--- config.mk ---
export PLATFORM = sky130hd
export DESIGN_NAME = rx_evt_counters
export DESIGN_NICKNAME = d
export VERILOG_FILES = /design/src/rtl/evt_cnt_pkg.sv /design/src/rtl/evt_sat_counter.sv /design/src/rtl/evt_read_port.sv /design/src/rtl/evt_warn_irq.sv /design/src/rtl/rx_evt_counters.sv
export SDC_FILE = /design/constraint.sdc
export NUM_CORES = 1
export LEC_CHECK = 0
export ABC_AREA = 0
export BUFFER_PORTS_ARGS = -buffer_cell sky130_fd_sc_hd__buf_2
export CORE_AREA = 10 10 76 78
export DETAILED_ROUTE_END_ITERATION = 12
export DIE_AREA = 0 0 86 88
export PLACE_DENSITY_LB_ADDON = 0.3
export SYNTH_ARGS = -nofsm -noshare
export SYNTH_HDL_FRONTEND = slang
export SYNTH_SLANG_ARGS = --single-unit
--- constraint.sdc ---
create_clock -name clk -period 4.2 [get_ports clk]
set_clock_uncertainty 0.15 [all_clocks]
set_input_delay 0 -clock clk [delete_from_list [all_inputs] [get_ports clk]]
set_output_delay 0 -clock clk [all_outputs]
set_load 0.01 [all_outputs]
--- src/rtl/evt_cnt_pkg.sv ---
package evt_cnt_pkg;

    // Fixed slot order of the host read map
    typedef enum logic [1:0] {
        SLOT_CRC   = 2'd0,
        SLOT_ALIGN = 2'd1,
        SLOT_MISS  = 2'd2,
        SLOT_NONE  = 2'd3
    } cnt_slot_e;

    // Per-counter control for one cycle
    typedef struct packed {
        logic clr;
        logic inc;
    } cnt_ctl_t;

    // Next value of a saturating counter. A clear combined with an
    // increment yields 1, so no event is lost.
    function automatic logic [15:0] sat_next(input logic [15:0] cur,
                                             input logic [15:0] top,
                                             input cnt_ctl_t    ctl);
        logic [15:0] nxt;
        nxt = cur;
        if (ctl.clr)
            nxt = ctl.inc ? 16'd1 : 16'd0;
        else if (ctl.inc && (cur != top))
            nxt = cur + 16'd1;
        return nxt;
    endfunction

endpackage

--- src/rtl/evt_sat_counter.sv ---
module evt_sat_counter
    import evt_cnt_pkg::*;
#(
    parameter int W = 8
) (
    input  logic         clk,
    input  logic         rst,
    input  cnt_ctl_t     ctl,
    output logic [W-1:0] cnt
);
    localparam logic [15:0] TOP = 16'((1 << W) - 1);

    logic [15:0] wide_cur;
    logic [15:0] wide_nxt;

    always_comb begin
        wide_cur = 16'(cnt);
        wide_nxt = sat_next(wide_cur, TOP, ctl);
    end

    always_ff @(posedge clk) begin
        if (rst)
            cnt <= '0;
        else
            cnt <= wide_nxt[W-1:0];
    end
endmodule

--- src/rtl/evt_read_port.sv ---
module evt_read_port #(
    parameter int W      = 8,
    parameter int N      = 3,
    parameter int ADDR_W = 2
) (
    input  logic                clk,
    input  logic                rst,
    input  logic [N-1:0][W-1:0] cnts,
    input  logic                rd_en,
    input  logic [ADDR_W-1:0]   rd_addr,
    output logic [N-1:0]        clr,
    output logic [W-1:0]        rd_data
);
    logic         hit;
    logic [W-1:0] sel_val;

    always_comb begin
        hit     = rd_en && (int'(rd_addr) < N);
        sel_val = '0;
        for (int k = 0; k < N; k++)
            if (int'(rd_addr) == k)
                sel_val = cnts[k];
    end

    genvar g;
    generate
        for (g = 0; g < N; g++) begin : g_clr
            assign clr[g] = hit && (int'(rd_addr) == g);
        end
    endgenerate

    always_ff @(posedge clk) begin
        if (rst)
            rd_data <= '0;
        else if (rd_en)
            rd_data <= hit ? sel_val : '0;
    end
endmodule

--- src/rtl/evt_warn_irq.sv ---
module evt_warn_irq #(
    parameter int W     = 8,
    parameter int N     = 3,
    parameter int LEVEL = 192
) (
    input  logic [N-1:0][W-1:0] cnts,
    output logic                irq
);
    localparam logic [W-1:0] THR = W'(LEVEL);

    logic [N-1:0] above;

    genvar g;
    generate
        for (g = 0; g < N; g++) begin : g_cmp
            assign above[g] = (cnts[g] >= THR);
        end
    endgenerate

    assign irq = |above;
endmodule

--- src/rtl/rx_evt_counters.sv ---
module rx_evt_counters
    import evt_cnt_pkg::*;
#(
    parameter int CNT_W      = 8,
    parameter int WARN_LEVEL = 192
) (
    input  logic             clk,
    input  logic             rst,
    input  logic             inc_crc,
    input  logic             inc_align,
    input  logic             inc_miss_mon,
    input  logic             inc_miss_full,
    input  logic             rd_en,
    input  logic [1:0]       rd_addr,
    output logic [CNT_W-1:0] rd_data,
    output logic             irq
);
    localparam int NUM_CNT = 3;
    localparam int ADDR_W  = 2;

    logic [NUM_CNT-1:0]            inc_vec;
    logic [NUM_CNT-1:0]            clr_vec;
    logic [NUM_CNT-1:0][CNT_W-1:0] cnt_q;

    // Both loss sources merge into one increment for the lost-frame slot
    always_comb begin
        inc_vec            = '0;
        inc_vec[SLOT_CRC]  = inc_crc;
        inc_vec[SLOT_ALIGN]= inc_align;
        inc_vec[SLOT_MISS] = inc_miss_mon | inc_miss_full;
    end

    genvar g;
    generate
        for (g = 0; g < NUM_CNT; g++) begin : g_cnt
            cnt_ctl_t ctl;
            assign ctl.clr = clr_vec[g];
            assign ctl.inc = inc_vec[g];
            evt_sat_counter #(.W(CNT_W)) u_cnt (
                .clk (clk),
                .rst (rst),
                .ctl (ctl),
                .cnt (cnt_q[g])
            );
        end
    endgenerate

    evt_read_port #(.W(CNT_W), .N(NUM_CNT), .ADDR_W(ADDR_W)) u_rd (
        .clk     (clk),
        .rst     (rst),
        .cnts    (cnt_q),
        .rd_en   (rd_en),
        .rd_addr (rd_addr),
        .clr     (clr_vec),
        .rd_data (rd_data)
    );

    evt_warn_irq #(.W(CNT_W), .N(NUM_CNT), .LEVEL(WARN_LEVEL)) u_irq (
        .cnts (cnt_q),
        .irq  (irq)
    );
endmodule

=== Word-level counts from Yosys, hierarchy flattened ===
Cells that the tools add are included.

* Register bits after elaboration: 32
* Bits of input ports: 9
* Output and inout port bits: 9

* Mux-type cells: 13
* Equal/unequal tests: 5
* $add $sub $neg: 3
* Reduce and logical (&&, ||, !) cells: 12
* Bitwise operators: 1
* $lt $le $gt $ge: 4

{| class="wikitable"
|+ Operators with widths
! cell !! number
|-
| two-way mux 8 bit || 10
|-
| adder 8 x 1 -> 8 bit, second input constant || 3
|-
| greater-or-equal comparator 8 bit, second input constant || 3
|-
| != test 8 bit, second input constant || 3
|-
| logical AND 1 bit || 7
|-
| nonzero test 2 bit || 3
|-
| equality test 2 bit, second input constant || 2
|-
| two-way mux 1 bit || 3
|-
| OR reduction 3 bit || 1
|-
| logical NOT 2 bit || 1
|-
| less-than comparator 2 bit, second input constant || 1
|-
| OR 1 bit || 1
|}

=== Depth between registers and ports, before layout ===
Gate-level depths: netlist of run 1.

* Depth in word-level cells: 5
* Depth in mapped cells: 5
* Depth with buffers taken out: 4

=== Cells and area by module ===
A second synthesis of run 1 with hierarchy kept.

* Cells, all modules: 220
* Area total of the unflattened synthesis: 1839.3 um2

{| class="wikitable"
|+ Modules (own cells, without submodules)
! module !! area an instance (um2) !! seq. area each (um2) !! cells each !! instances
|-
| evt_sat_counter || 444.2 || 160.2 || 53 || 3
|-
| evt_read_port || 486.7 || 160.2 || 58 || 1
|-
| evt_warn_irq || 13.8 || 0.0 || 2 || 1
|-
| rx_evt_counters || 6.3 || 0.0 || 1 || 1
|}

=== Worst setup path before layout of run 1 ===
Ideal clock, no wire load.

* Path type: reg-to-reg
* From: register g_cnt[0].u_cnt.cnt[0]
* To: register g_cnt[0].u_cnt.cnt[0]
* Setup time: 122 ps
* Cell stages (with the launch flop): 6
* Arrival: 1386 ps
* Path buffers: 1
* Path slack: 2542 ps
* Cells stage by stage: dfxtp_1 > ha_1 > and4_1 > clkbuf_1 > a22o_1 > a311o_1

* Longest elaborated chain between the ends: 3
* Elaborated cells on any way between the ends: 6
* Those cells by class: add/sub: 1; eq/ne: 1; mux: 2; reduce/logical: 2

{| class="wikitable"
|+ Ends and longest elaborated chain
! item !! line !! source
|-
| start, declared || evt_sat_counter.sv:9 || <nowiki>output logic [W-1:0] cnt</nowiki>
|-
| start signal, assigned || evt_sat_counter.sv:25 || <nowiki>cnt <= wide_nxt[W-1:0];</nowiki>
|-
| adder 8 x 1 -> 8 bit / != test 8 bit (equally long branches) || evt_cnt_pkg.sv:27, evt_cnt_pkg.sv:26 ||
|-
| two-way mux 8 bit / logical AND 1 bit (equally long branches) || evt_cnt_pkg.sv:26 || <nowiki>else if (ctl.inc && (cur != top))</nowiki>
|-
| two-way mux 8 bit / nonzero test 2 bit (equally long branches) || n/a ||
|}

Parallel ways exist; a longest one is shown, timed or not. The select of a mux whose other input is x is not followed.
A chain may end at the register's enable or synchronous reset.

==> results of run 1 <==
==> final cells by class <==
class                   count  area (sq um)
well taps                  52         65.06
inverters                   7         26.28
clock inverters             2         10.01
flip-flops and latches     32         640.6
multi-input cells         150          1106
fillers                   416          2248
clock buffers               6         82.58
repair buffers             20         115.1
==> how the worst min path moves through the flow <==
stage | start | endpoint | slack [ns] | cells after the start
after floorplan | rst | g_cnt[1].u_cnt.cnt[0] | -0.08 | 1
after global placement | rst | g_cnt[1].u_cnt.cnt[0] | 0.09 | 2
after detailed placement | rst | g_cnt[2].u_cnt.cnt[0] | 0.1 | 2
after CTS | inc_miss_mon | g_cnt[2].u_cnt.cnt[1] | 0.03 | 4
after global routing | inc_miss_mon | g_cnt[2].u_cnt.cnt[0] | 0.06 | 4
final | inc_miss_mon | g_cnt[2].u_cnt.cnt[1] | 0.04 | 4
==> registers in the layout (all words and copies together) (netlist names) <==
signal / cells
g_cnt.u_cnt.cnt: 24
u_rd.rd_data: 8
==> kinds of logic (layout without fill, tap and decap cells) <==
group / after synthesis / in the layout / share of synthesized area [%]
adder cells (fa/ha/maj): 3 / 3 / 2.033
AND/OR/NAND/NOR: 72 / 72 / 24.66
multiplexers: 19 / 19 / 10.30
AO/OA/AOI/OAI: 56 / 56 / 22.90
flip-flops: 32 / 32 / 34.69
buffers and inverters: 25 / 35 / 5.420
==> power breakdown <==
part / switching (mW) / leakage (nW) / internal, mW
Clock: 0.110 / 0.0510 / 0.131
Combinational: 0.0385 / 0.504 / 0.0288
Sequential: 0.00971 / 0.260 / 0.313
Total: 0.158 / 0.816 / 0.473
==> cell usage in the layout (no fill, tap or decap), drive strengths merged, types with 5 or more instances in the layout <==
master  netlist  layout
dfxtp        32      32
o211ai        9       9
nand2         7       7
inv           7       7
nor3          5       5
mux2i        19      19
nand3b       15      15
buf           6      17
a21oi        11      11
clkbuf       12       6
nand4         6       6
nor3b         5       5
a211oi        5       5
nand3        16      16
o211a         8       8
a31oi         6       6
==> repair_timing <==
action                    in CTS  in global routing
hold buffers                   3                  0
gates resized for setup        0                  0
hold endpoints to repair       5                  0
==> per-layer routing <==
layer	global-route usage, %	part of all wire, %	up-vias	wire length (um)
met5	0	0	-	0
met4	3.743	0.54	0	23
met3	4.085	4.7	2	202
met2	18.12	44	32	1894
met1	15.13	51	773	2168
li1	-	-	828	-
==> metrics by stage <==
stage | area, sq um | util [%]
4_1_cts | 2046 | 47.64
6_report | 2046 | 47.64
5_1_grt | 2046 | 47.64
3_5_place_dp | 1923 | 44.78
2_1_floorplan | 1847 | -
3_3_place_gp | 1923 | 44.78
==> worst register-to-register path: stages, from the launching register on <==
cell       delay (ns)
dfxtp_1          0.39
ha_1             0.26
and4_1           0.34
a2111oi_0        0.14
a311o_1          0.33
==> run metrics, run 1 <==
Tot Pwr=631.0 uW; most frequent cell after synthesis=dfxtp_1; Max VDD drop=0.0001482 V; minimum clock period=1.912 ns; Distinct cells, synth=41; global-route wire length before repair=7348 um; RSZ-0062 raised after global routing=false; Reg2Reg Setup Slack=2.49 ns; Max clock buf depth=2; final cell count without fillers=269; Clock Root Buffer=clkbuf_8; GPL Wtd Cong=0.8105; worst hold path class=in -> reg; final hold viol count=0; max_cap viols=0; routed via count=1635; Slew @ Worst Pin=0.8688 ns; H-tree depth=2; worst-skew pair later-pin latency=0.28 ns; critical path depth=5; Vias/cell=6.078; Final Max Slew Viols=0; Commonest cells post-synth=dfxtp_1 (32), mux2i_1 (19), nand3_1 (16); fin crit share=45.53%; Die Wd=86 um; Avg Inst Size Synth=8.922 sq um; Worst EP arrival=1.95 ns; flop and latch count out of synthesis=32; row cnt=24; pin count of the biggest net entering global routing=31; Die ar.=7568 sq um; residual DRC count=0; I/O pins=18; Final HPWL DP=3080 um; Setup Fix Bufs, Post-CTS=0; Core Region=4294 sq um; final WL=4289 um; total inserted antenna cells=0; layout cell share with drive strength beyond 1=12.90%; main area contributors after synthesis=dfxtp_1 (35%), mux2i_1 (10%), nand3b_1 (6.1%); crit-path leading delay family=buffers and inverters; top cell type's share of synthesized area=34.69%; fmax=523.0 MHz; worst endpoint required time=4.24 ns; final setup vio count=0; Syn. warnings=0; worst hold slack=0.03500 ns; crit path cell chain=dlygate4sd3_1 -> buf_2 -> inv_1 -> nand2_1 -> a311oi_1; Clock transition at path regs=0.07 ns; CTS tree=yes; Crit-path slowest cell=inv_1; Initial DRT Pass Iterations=6; Initial Util=43.01%; Post-Syn Instances=207; I/O Buffers=17; Critical Path Fanout Max=30; initial antenna violation count=0; Final Worst Setup Slack=2.288 ns; pre-CTS setup slack=2.520 ns; Die Ht=88 um; Reg2Reg Launch Point=g_cnt[0].u_cnt.cnt[1]; reg2reg end=g_cnt[0].u_cnt.cnt[0]; FF-to-FF path depth=4; Netlist Area Pre-Place=1847 sq um; routed len/inst=15.94 um; relative slew slack=42.02%; Area growth syn-to-layout=10.77%; WP buf/inv=3; Pwr Density=308.5 nW/um^2; Lkg Pwr=0.8155 nW; crit end category=flop; Synth area leader=dfxtp_1; vias in the first global route=1536; Final Net Count=228; Startpoint Class=primary input; CTS sink count=32; ys async rst share=0%; Post-synth EDFFs=0; Detail Route Antenna Nets=0; Syn Nets=219; post-synthesis sequential area ratio=34.69%; dpl cells=258; CTS Buf Count=5; crit path to=g_cnt[0].u_cnt.cnt[4]; gr usage total=11.81%; Most used DFF post-synth=dfxtp_1; Worst Setup SP=rst; outcome=finished, final reports clean; DRT iter0 DRCs=159; slowest stage delay, CP=0.64 ns; Congestion Overflow GR=0; setup_tns=0 ns; critical path class=in -> reg
Note: power is estimated with default switching activity, not from simulation.
==> run 2, diff against run 1 <==
- ABC_AREA: 0 -> 1
- CORE_AREA: 10 10 76 78 -> 10 10 73 75
- DIE_AREA: 0 0 86 88 -> 0 0 83 85
- clock period: 4.2 -> 1.9 ns (I/O delays scaled with it)
==> run 2 against run 1 <==
Net effect: total power grew 140%; combinational power grew 120%; global-route usage grew 0.24 points; via count grew 9.0%; utilization grew 4.3 points; sequential share of layout area grew 0.23 points; design area shrank 0.55%; final cell count grew 31%; hold slack gained 0.010 ns; critical endpoint unchanged; largest power group unchanged.
==> run metrics, run 2 <==
commonest cells after routing, fill and taps aside=nand2_1 (83), nor2_1 (33), dfxtp_1 (31); GPL Wtd Cong=0.9242 (+14%); hold path endpoint=u_rd.rd_data[2]; Avg Inst Size Synth=6.279 sq um (-30%); setup_tns=0 ns (unchanged); CTS tree=yes; H-tree depth=2 (unchanged); total inserted antenna cells=0 (unchanged); Die ar.=7055 sq um (-6.8%); routed via count=1782 (+9.0%); reg2reg end=g_cnt[0].u_cnt.cnt[4]; post-synthesis sequential area ratio=37.65% (+3.0 points); main area contributors after synthesis=dfxtp_1 (38%), nand2_1 (19%), a21oi_1 (8.2%); critical path class=reg -> reg; WHS Path Cells=4 (unchanged); Syn Nets=283 (+29%); Startpoint Class=flop; pre-CTS setup slack=0.1501 ns (-2.370 ns); Commonest cells post-synth=nand2_1 (85), nor2_1 (35), dfxtp_1 (32); FF-to-FF path depth=8 (+4); final setup vio count=0 (unchanged); Crit-path slowest cell=dfxtp_1; Final Worst Setup Slack=0.1934 ns (-2.095 ns); ys async rst share=0% (unchanged); most frequent cell after synthesis=nand2_1; Clock transition at path regs=0.07 ns (about the same); leading cell type in the layout, fill and taps excluded=nand2_1; crit end category=flop; Initial Util=43.48% (+0.47 points); Detail Route Antenna Nets=0 (unchanged); dpl cells=337 (+31%); layout cell share with drive strength beyond 1=14.24% (+1.3 points); CTS sink count=32 (unchanged); RSZ-0062 raised after global routing=false; Core Region=3914 sq um (-8.9%); final WL=4211 um (-1.8%); Pwr Density=732.5 nW/um^2 (+140%); I/O Buffers=17 (unchanged); Slew @ Worst Pin=0.3185 ns (-0.5503 ns); residual DRC count=0 (unchanged); Post-synth EDFFs=0 (unchanged); Reg2Reg Launch Point=g_cnt[0].u_cnt.cnt[1]; Lkg Pwr=0.8019 nW (-1.7%); Initial DRT Pass Iterations=4 (-2); Top Registers=g_cnt.u_cnt.cnt (24), u_rd.rd_data (8); outcome=finished, final reports clean; Most used DFF post-synth=dfxtp_1; gr usage total=12.05% (+0.24 points); worst endpoint required time=1.93 ns (-2.31 ns); WP buf/inv=0 (-3); hold path start=rd_addr[1]; Netlist Area Pre-Place=1702 sq um (-7.9%); Critical Path Fanout Max=6 (-80%); final hold viol count=0 (unchanged); initial antenna violation count=0 (unchanged); Area growth syn-to-layout=19.56%; I/O pins=18 (unchanged); Final Max Slew Viols=0 (unchanged); Die Wd=83 um (-3.5%); slowest stage delay, CP=0.40 ns (-0.24 ns); fin crit share=89.82%; crit-path leading delay family=simple AND/OR/NAND/NOR gates; Congestion Overflow GR=0 (unchanged); Setup Fix Bufs, Post-CTS=0 (unchanged); Reg2Reg Setup Slack=0.19 ns (-2.30 ns); DRT iter0 DRCs=98 (-38%); Distinct cells, synth=18 (-56%); Syn. warnings=0 (unchanged); CTS Buf Count=5 (unchanged); top cell type's share of synthesized area=37.65% (+3.0 points); pin count of the biggest net entering global routing=14 (-55%); Die Ht=85 um (-3.4%); fmax=586.0 MHz; global-route wire length before repair=7320 um (-0.38%); flop and latch count out of synthesis=32 (unchanged); Synth area leader=dfxtp_1; Largest register FFs=24 (unchanged); Max clock buf depth=2 (unchanged); routed len/inst=11.96 um (-25%); row cnt=23 (-4.2%); worst hold path class=in -> reg; Final HPWL DP=3157 um (+2.5%); Max VDD drop=0.0004426 V (+200%); relative slew slack=78.77% (+37 points); Reg with most FFs=g_cnt.u_cnt.cnt; worst-skew pair later-pin latency=0.28 ns (about the same); Final Net Count=313 (+37%); final cell count without fillers=352 (+31%); max_cap viols=0 (unchanged); vias in the first global route=1687 (+9.8%); Clock Root Buffer=clkbuf_8; Post-Syn Instances=271 (+31%); crit path cell chain=ha_1 -> nand2_1 -> nor2_1 -> nand2_2 -> nand2_2 -> nand2_1 -> a21oi_1 -> nor2_1; Vias/cell=5.063 (-17%); Worst EP arrival=1.74 ns (-0.21 ns); minimum clock period=1.707 ns
[run 2: cell count changes in the layout (fill, tap and decap cells not counted), moves of 8 or more]
cell	previous run	this run
nand3b_1	15	0
nor2_1	1	33
o211a_1	8	0
mux2i_1	19	0
inv_1	7	21
nand2_1	7	83
a21oi_1	11	28
o21ai_0	1	27
[run 2: worst max path at each step]
stage,start,end,slack [ns],depth (start not counted)
6_report,g_cnt[0].u_cnt.cnt[1],g_cnt[0].u_cnt.cnt[4],0.19,8
5_1_grt,g_cnt[0].u_cnt.cnt[1],g_cnt[0].u_cnt.cnt[4],0.01,8
4_1_cts,g_cnt[1].u_cnt.cnt[0],g_cnt[1].u_cnt.cnt[4],0.13,8
3_5_place_dp,g_cnt[1].u_cnt.cnt[0],g_cnt[1].u_cnt.cnt[6],0.15,8
3_3_place_gp,g_cnt[1].u_cnt.cnt[0],g_cnt[1].u_cnt.cnt[6],0.17,8
2_1_floorplan,g_cnt[1].u_cnt.cnt[0],g_cnt[1].u_cnt.cnt[6],0.34,8
[run 2: through the flow]
stage / utilization (%) / power, mW / hold slack, ns / instance area [sq um]
after global routing: 51.98 / 1.553 / 0.1067 / 2034
after CTS: 51.69 / 1.502 / 0.04500 / 2023
after floorplan: - / 0.8071 / -0.08093 / 1702
final: 51.98 / 1.490 / 0.04535 / 2034
after global placement: 47.15 / 0.8522 / 0.1783 / 1846
after detailed placement: 47.15 / 0.8542 / 0.1818 / 1846
[run 2: report_power, final]
group          internal [mW]  leakage, nW  switching [mW]  total (mW)
Sequential             0.688        0.260          0.0143       0.702
Combinational         0.0552        0.487          0.0954       0.151
Clock                  0.389       0.0552           0.248       0.637
[run 2: layout make-up]
| type | count | area, sq um |
|---|---|---|
| clock buffers | 6 | 72.57 |
| clock inverters | 2 | 35.03 |
| flip-flops and latches | 32 | 641.9 |
| inverters | 27 | 101.3 |
| multi-input cells | 211 | 965.9 |
| repair buffers | 24 | 155.1 |
| well taps | 50 | 62.56 |
| fillers | 413 | 1879 |
[run 2: logic make-up (layout without fill, tap and decap cells)]
group | count (synthesis) | count (layout) | synth area share, %
AOI/OAI and AO/OA | 64 | 64 | 19.78
adders and majority gates | 3 | 3 | 2.206
and+or+nand+nor | 144 | 144 | 34.19
buffers and inverters | 28 | 59 | 6.176
DFF | 32 | 32 | 37.65
[run 2: what timing repair did]
item	CTS	global route
endpoints found under the setup margin	0	10
hold buffers	7	0
hold endpoints to repair	17	0
resized for setup	0	5
[run 2: layer usage]
metal  vias up  share of wire (%)  routed length (um)  GRT usage (%)
li1        944                  -                   -              -
met1       791                 48                2034          14.25
met2        41                 45                1897          20.15
met3         6                5.5                 233          3.728
met4         0                1.1                  46          4.180
met5         -                  0                   0              0
[run 2: worst reg2reg max path, delay by kind of cell, from the launching register on]
| kind | cells | cell delay (ns) |
|---|---|---|
| simple gates | 6 | 0.70 |
| flops | 1 | 0.40 |
| compound gates | 1 | 0.16 |
| fa+ha+maj | 1 | 0.20 |
==> run 3, diff against run 2 <==
- ABC_AREA: 1 -> 0
- CORE_AREA: 10 10 73 75 -> 10 10 76 78
- DIE_AREA: 0 0 83 85 -> 0 0 86 88
==> run 3 against run 2 <==
Net effect: maximum frequency increased by 2.1%; combinational power increased by 3%; register-to-register slack improved by 0.04 ns; sequential power up 2%; total power rose by 1.0%; critical path depth shrank 4; non-clock buffer count fell by 1; die area up 7.3%; final cell count is 23% lower.
==> run metrics, run 3 (synthesis results as in run 1) <==
outcome=finished, final reports clean; setup_tns=0 ns (unchanged); final setup vio count=0 (unchanged); minimum clock period=1.671 ns (-0.03518 ns); Die Ht=88 um (+3.5%); Top Registers=g_cnt.u_cnt.cnt (24), u_rd.rd_data (8); Flop pwr share=47.4% (+0.3 points); Tot Pwr=1.506 mW (+1.0%); Final Worst Setup Slack=0.2286 ns (+0.03518 ns); total inserted antenna cells=0 (unchanged); worst hold path class=in -> reg; Max VDD drop=0.0003812 V (-14%); Final Net Count=231 (-26%); I/O pins=18 (unchanged); Clock Root Buffer=clkbuf_8; Setup Fix Bufs, Post-CTS=0 (unchanged); top sig layer=met4; fmax=598.3 MHz (+2.1%); Metal-1 WL=2066 um (+1.6%); Die Wd=86 um (+3.6%); max_cap viols=0 (unchanged); Critical Path Fanout Max=6 (unchanged); Clock power frac=42.3% (-0.5 points); row cnt=24 (+4.3%); RSZ-0062 raised after global routing=false; Die ar.=7568 sq um (+7.3%); Sw Share=23.69% (-0.34 points); crit end category=flop; pin count of the biggest net entering global routing=21 (+7); routed via count=1643 (-7.8%); initial antenna violation count=0 (unchanged); metal3 WL=251 um (+7.7%); commonest cells after routing, fill and taps aside=dfxtp_1 (32), mux2i_1 (19), buf_2 (17); H-tree depth=2 (unchanged); layout cell share with drive strength beyond 1=13.64% (-0.60 points); Final Max Slew Viols=0 (unchanged); worst-skew pair later-pin latency=0.28 ns (about the same); final WL=4272 um (+1.4%); dpl cells=261 (-23%); Lkg Pwr=0.8342 nW (+4.0%); Core Region=4294 sq um (+9.7%); routed len/inst=15.71 um (+31%); critical path class=reg -> reg; Worst EP arrival=1.75 ns (about the same); post-CTS sizing=0 (unchanged); Met2 Wirelength=1867 um (-1.6%); Initial DRT Pass Iterations=4 (unchanged); CTS Buf Count=5 (unchanged); vias in the first global route=1600 (-5.2%); final hold viol count=0 (unchanged); Slew @ Worst Pin=0.4845 ns (+0.1661 ns); Vias/cell=6.040 (+19%); gr usage total=12.02% (-0.038 points); pre-CTS setup slack=0.2417 ns (+0.09161 ns); combinational power share=10.3% (+0.2 points); Detail Route Antenna Nets=0 (unchanged); CTS tree=yes; Final HPWL DP=3070 um (-2.7%); I/O Buffers=17 (unchanged); worst endpoint required time=1.98 ns (+0.05 ns); residual DRC count=0 (unchanged); final cell count without fillers=272 (-23%); Largest register FFs=24 (unchanged); hold_buf cts=3 (-4); global-route wire length before repair=7479 um (+2.2%); Pint=1.149 mW (+1.5%); Congestion Overflow GR=0 (unchanged); leading cell type in the layout, fill and taps excluded=dfxtp_1; Area growth syn-to-layout=12.80%; Startpoint Class=flop; Switch Pwr=356.6 uW (-0.42%); Reg with most FFs=g_cnt.u_cnt.cnt; Pwr Density=722.7 nW/um^2 (-1.3%); DRT iter0 DRCs=224 (+130%); CTS sink count=32 (unchanged); Final Util=48.51% (-3.5 points); relative slew slack=67.66% (-11 points); Max clock buf depth=2 (unchanged); GPL Wtd Cong=0.7763 (-16%); fin crit share=87.97% (-1.9 points); Initial Util=43.01% (-0.47 points); Clock transition at path regs=0.06 ns (about the same)
==> run 3: cell count changes in the layout (fill, tap and decap cells not counted), moves of 8 or more <==
cell      change
nand3b_1     +15
nand2_1      -76
nor2_1       -32
o211a_1       +8
a21oi_1      -17
o21ai_0      -26
mux2i_1      +19
inv_1        -14
==> run 3: path summary, 6_finish.rpt <==
| kind | start | end | slack (ns) | cells after the start |
|---|---|---|---|---|
| hold reg to reg | u_rd.rd_data[2] | u_rd.rd_data[2] | 0.33 | 1 |
| setup reg to reg | g_cnt[0].u_cnt.cnt[0] | g_cnt[0].u_cnt.cnt[0] | 0.23 | 4 |
| setup / recovery | g_cnt[0].u_cnt.cnt[0] | g_cnt[0].u_cnt.cnt[0] | 0.23 | 4 |
| hold / removal | inc_miss_full | g_cnt[2].u_cnt.cnt[0] | 0.04 | 4 |
==> run 3: final cells by class <==
class,count,area [sq um]
clock buffers,6,72.57
clock inverters,2,35.03
fillers,418,2211
inverters,7,26.28
multi-input cells,150,1106
flip-flops and latches,32,640.6
well taps,52,65.06
repair buffers,23,137.6
==> run 3: per-stage QoR <==
step / instance area, sq um / hold slack, ns
after floorplan: 1847 / -0.08059
after global placement: 1946 / 0.1277
after detailed placement: 1946 / 0.1093
after CTS: 2083 / 0.02609
after global routing: 2083 / 0.08570
final: 2083 / 0.03565
==> run 3: critical path: stages (launching register included) <==
cell       delay [ns]
dfxtp_1          0.34
ha_1             0.25
and4_1           0.28
a2111oi_0        0.43
a311o_1          0.17
==> run 3: routing by layer <==
layer,global-route usage [%],vias to the layer above
li1,-,833
met1,15.06,763
met2,18.26,36
met3,3.993,11
met4,5.389,0
met5,0,-
==> run 3: power groups by stage <==
stage | sequential [mW] | clock (mW) | combinational, mW
final | 0.714 | 0.637 | 0.155
after global routing | 0.717 | 0.678 | 0.176
after CTS | 0.713 | 0.658 | 0.155
after detailed placement | 0.729 | 0 | 0.149
after global placement | 0.728 | 0 | 0.149
after floorplan | 0.728 | 0 | 0.102
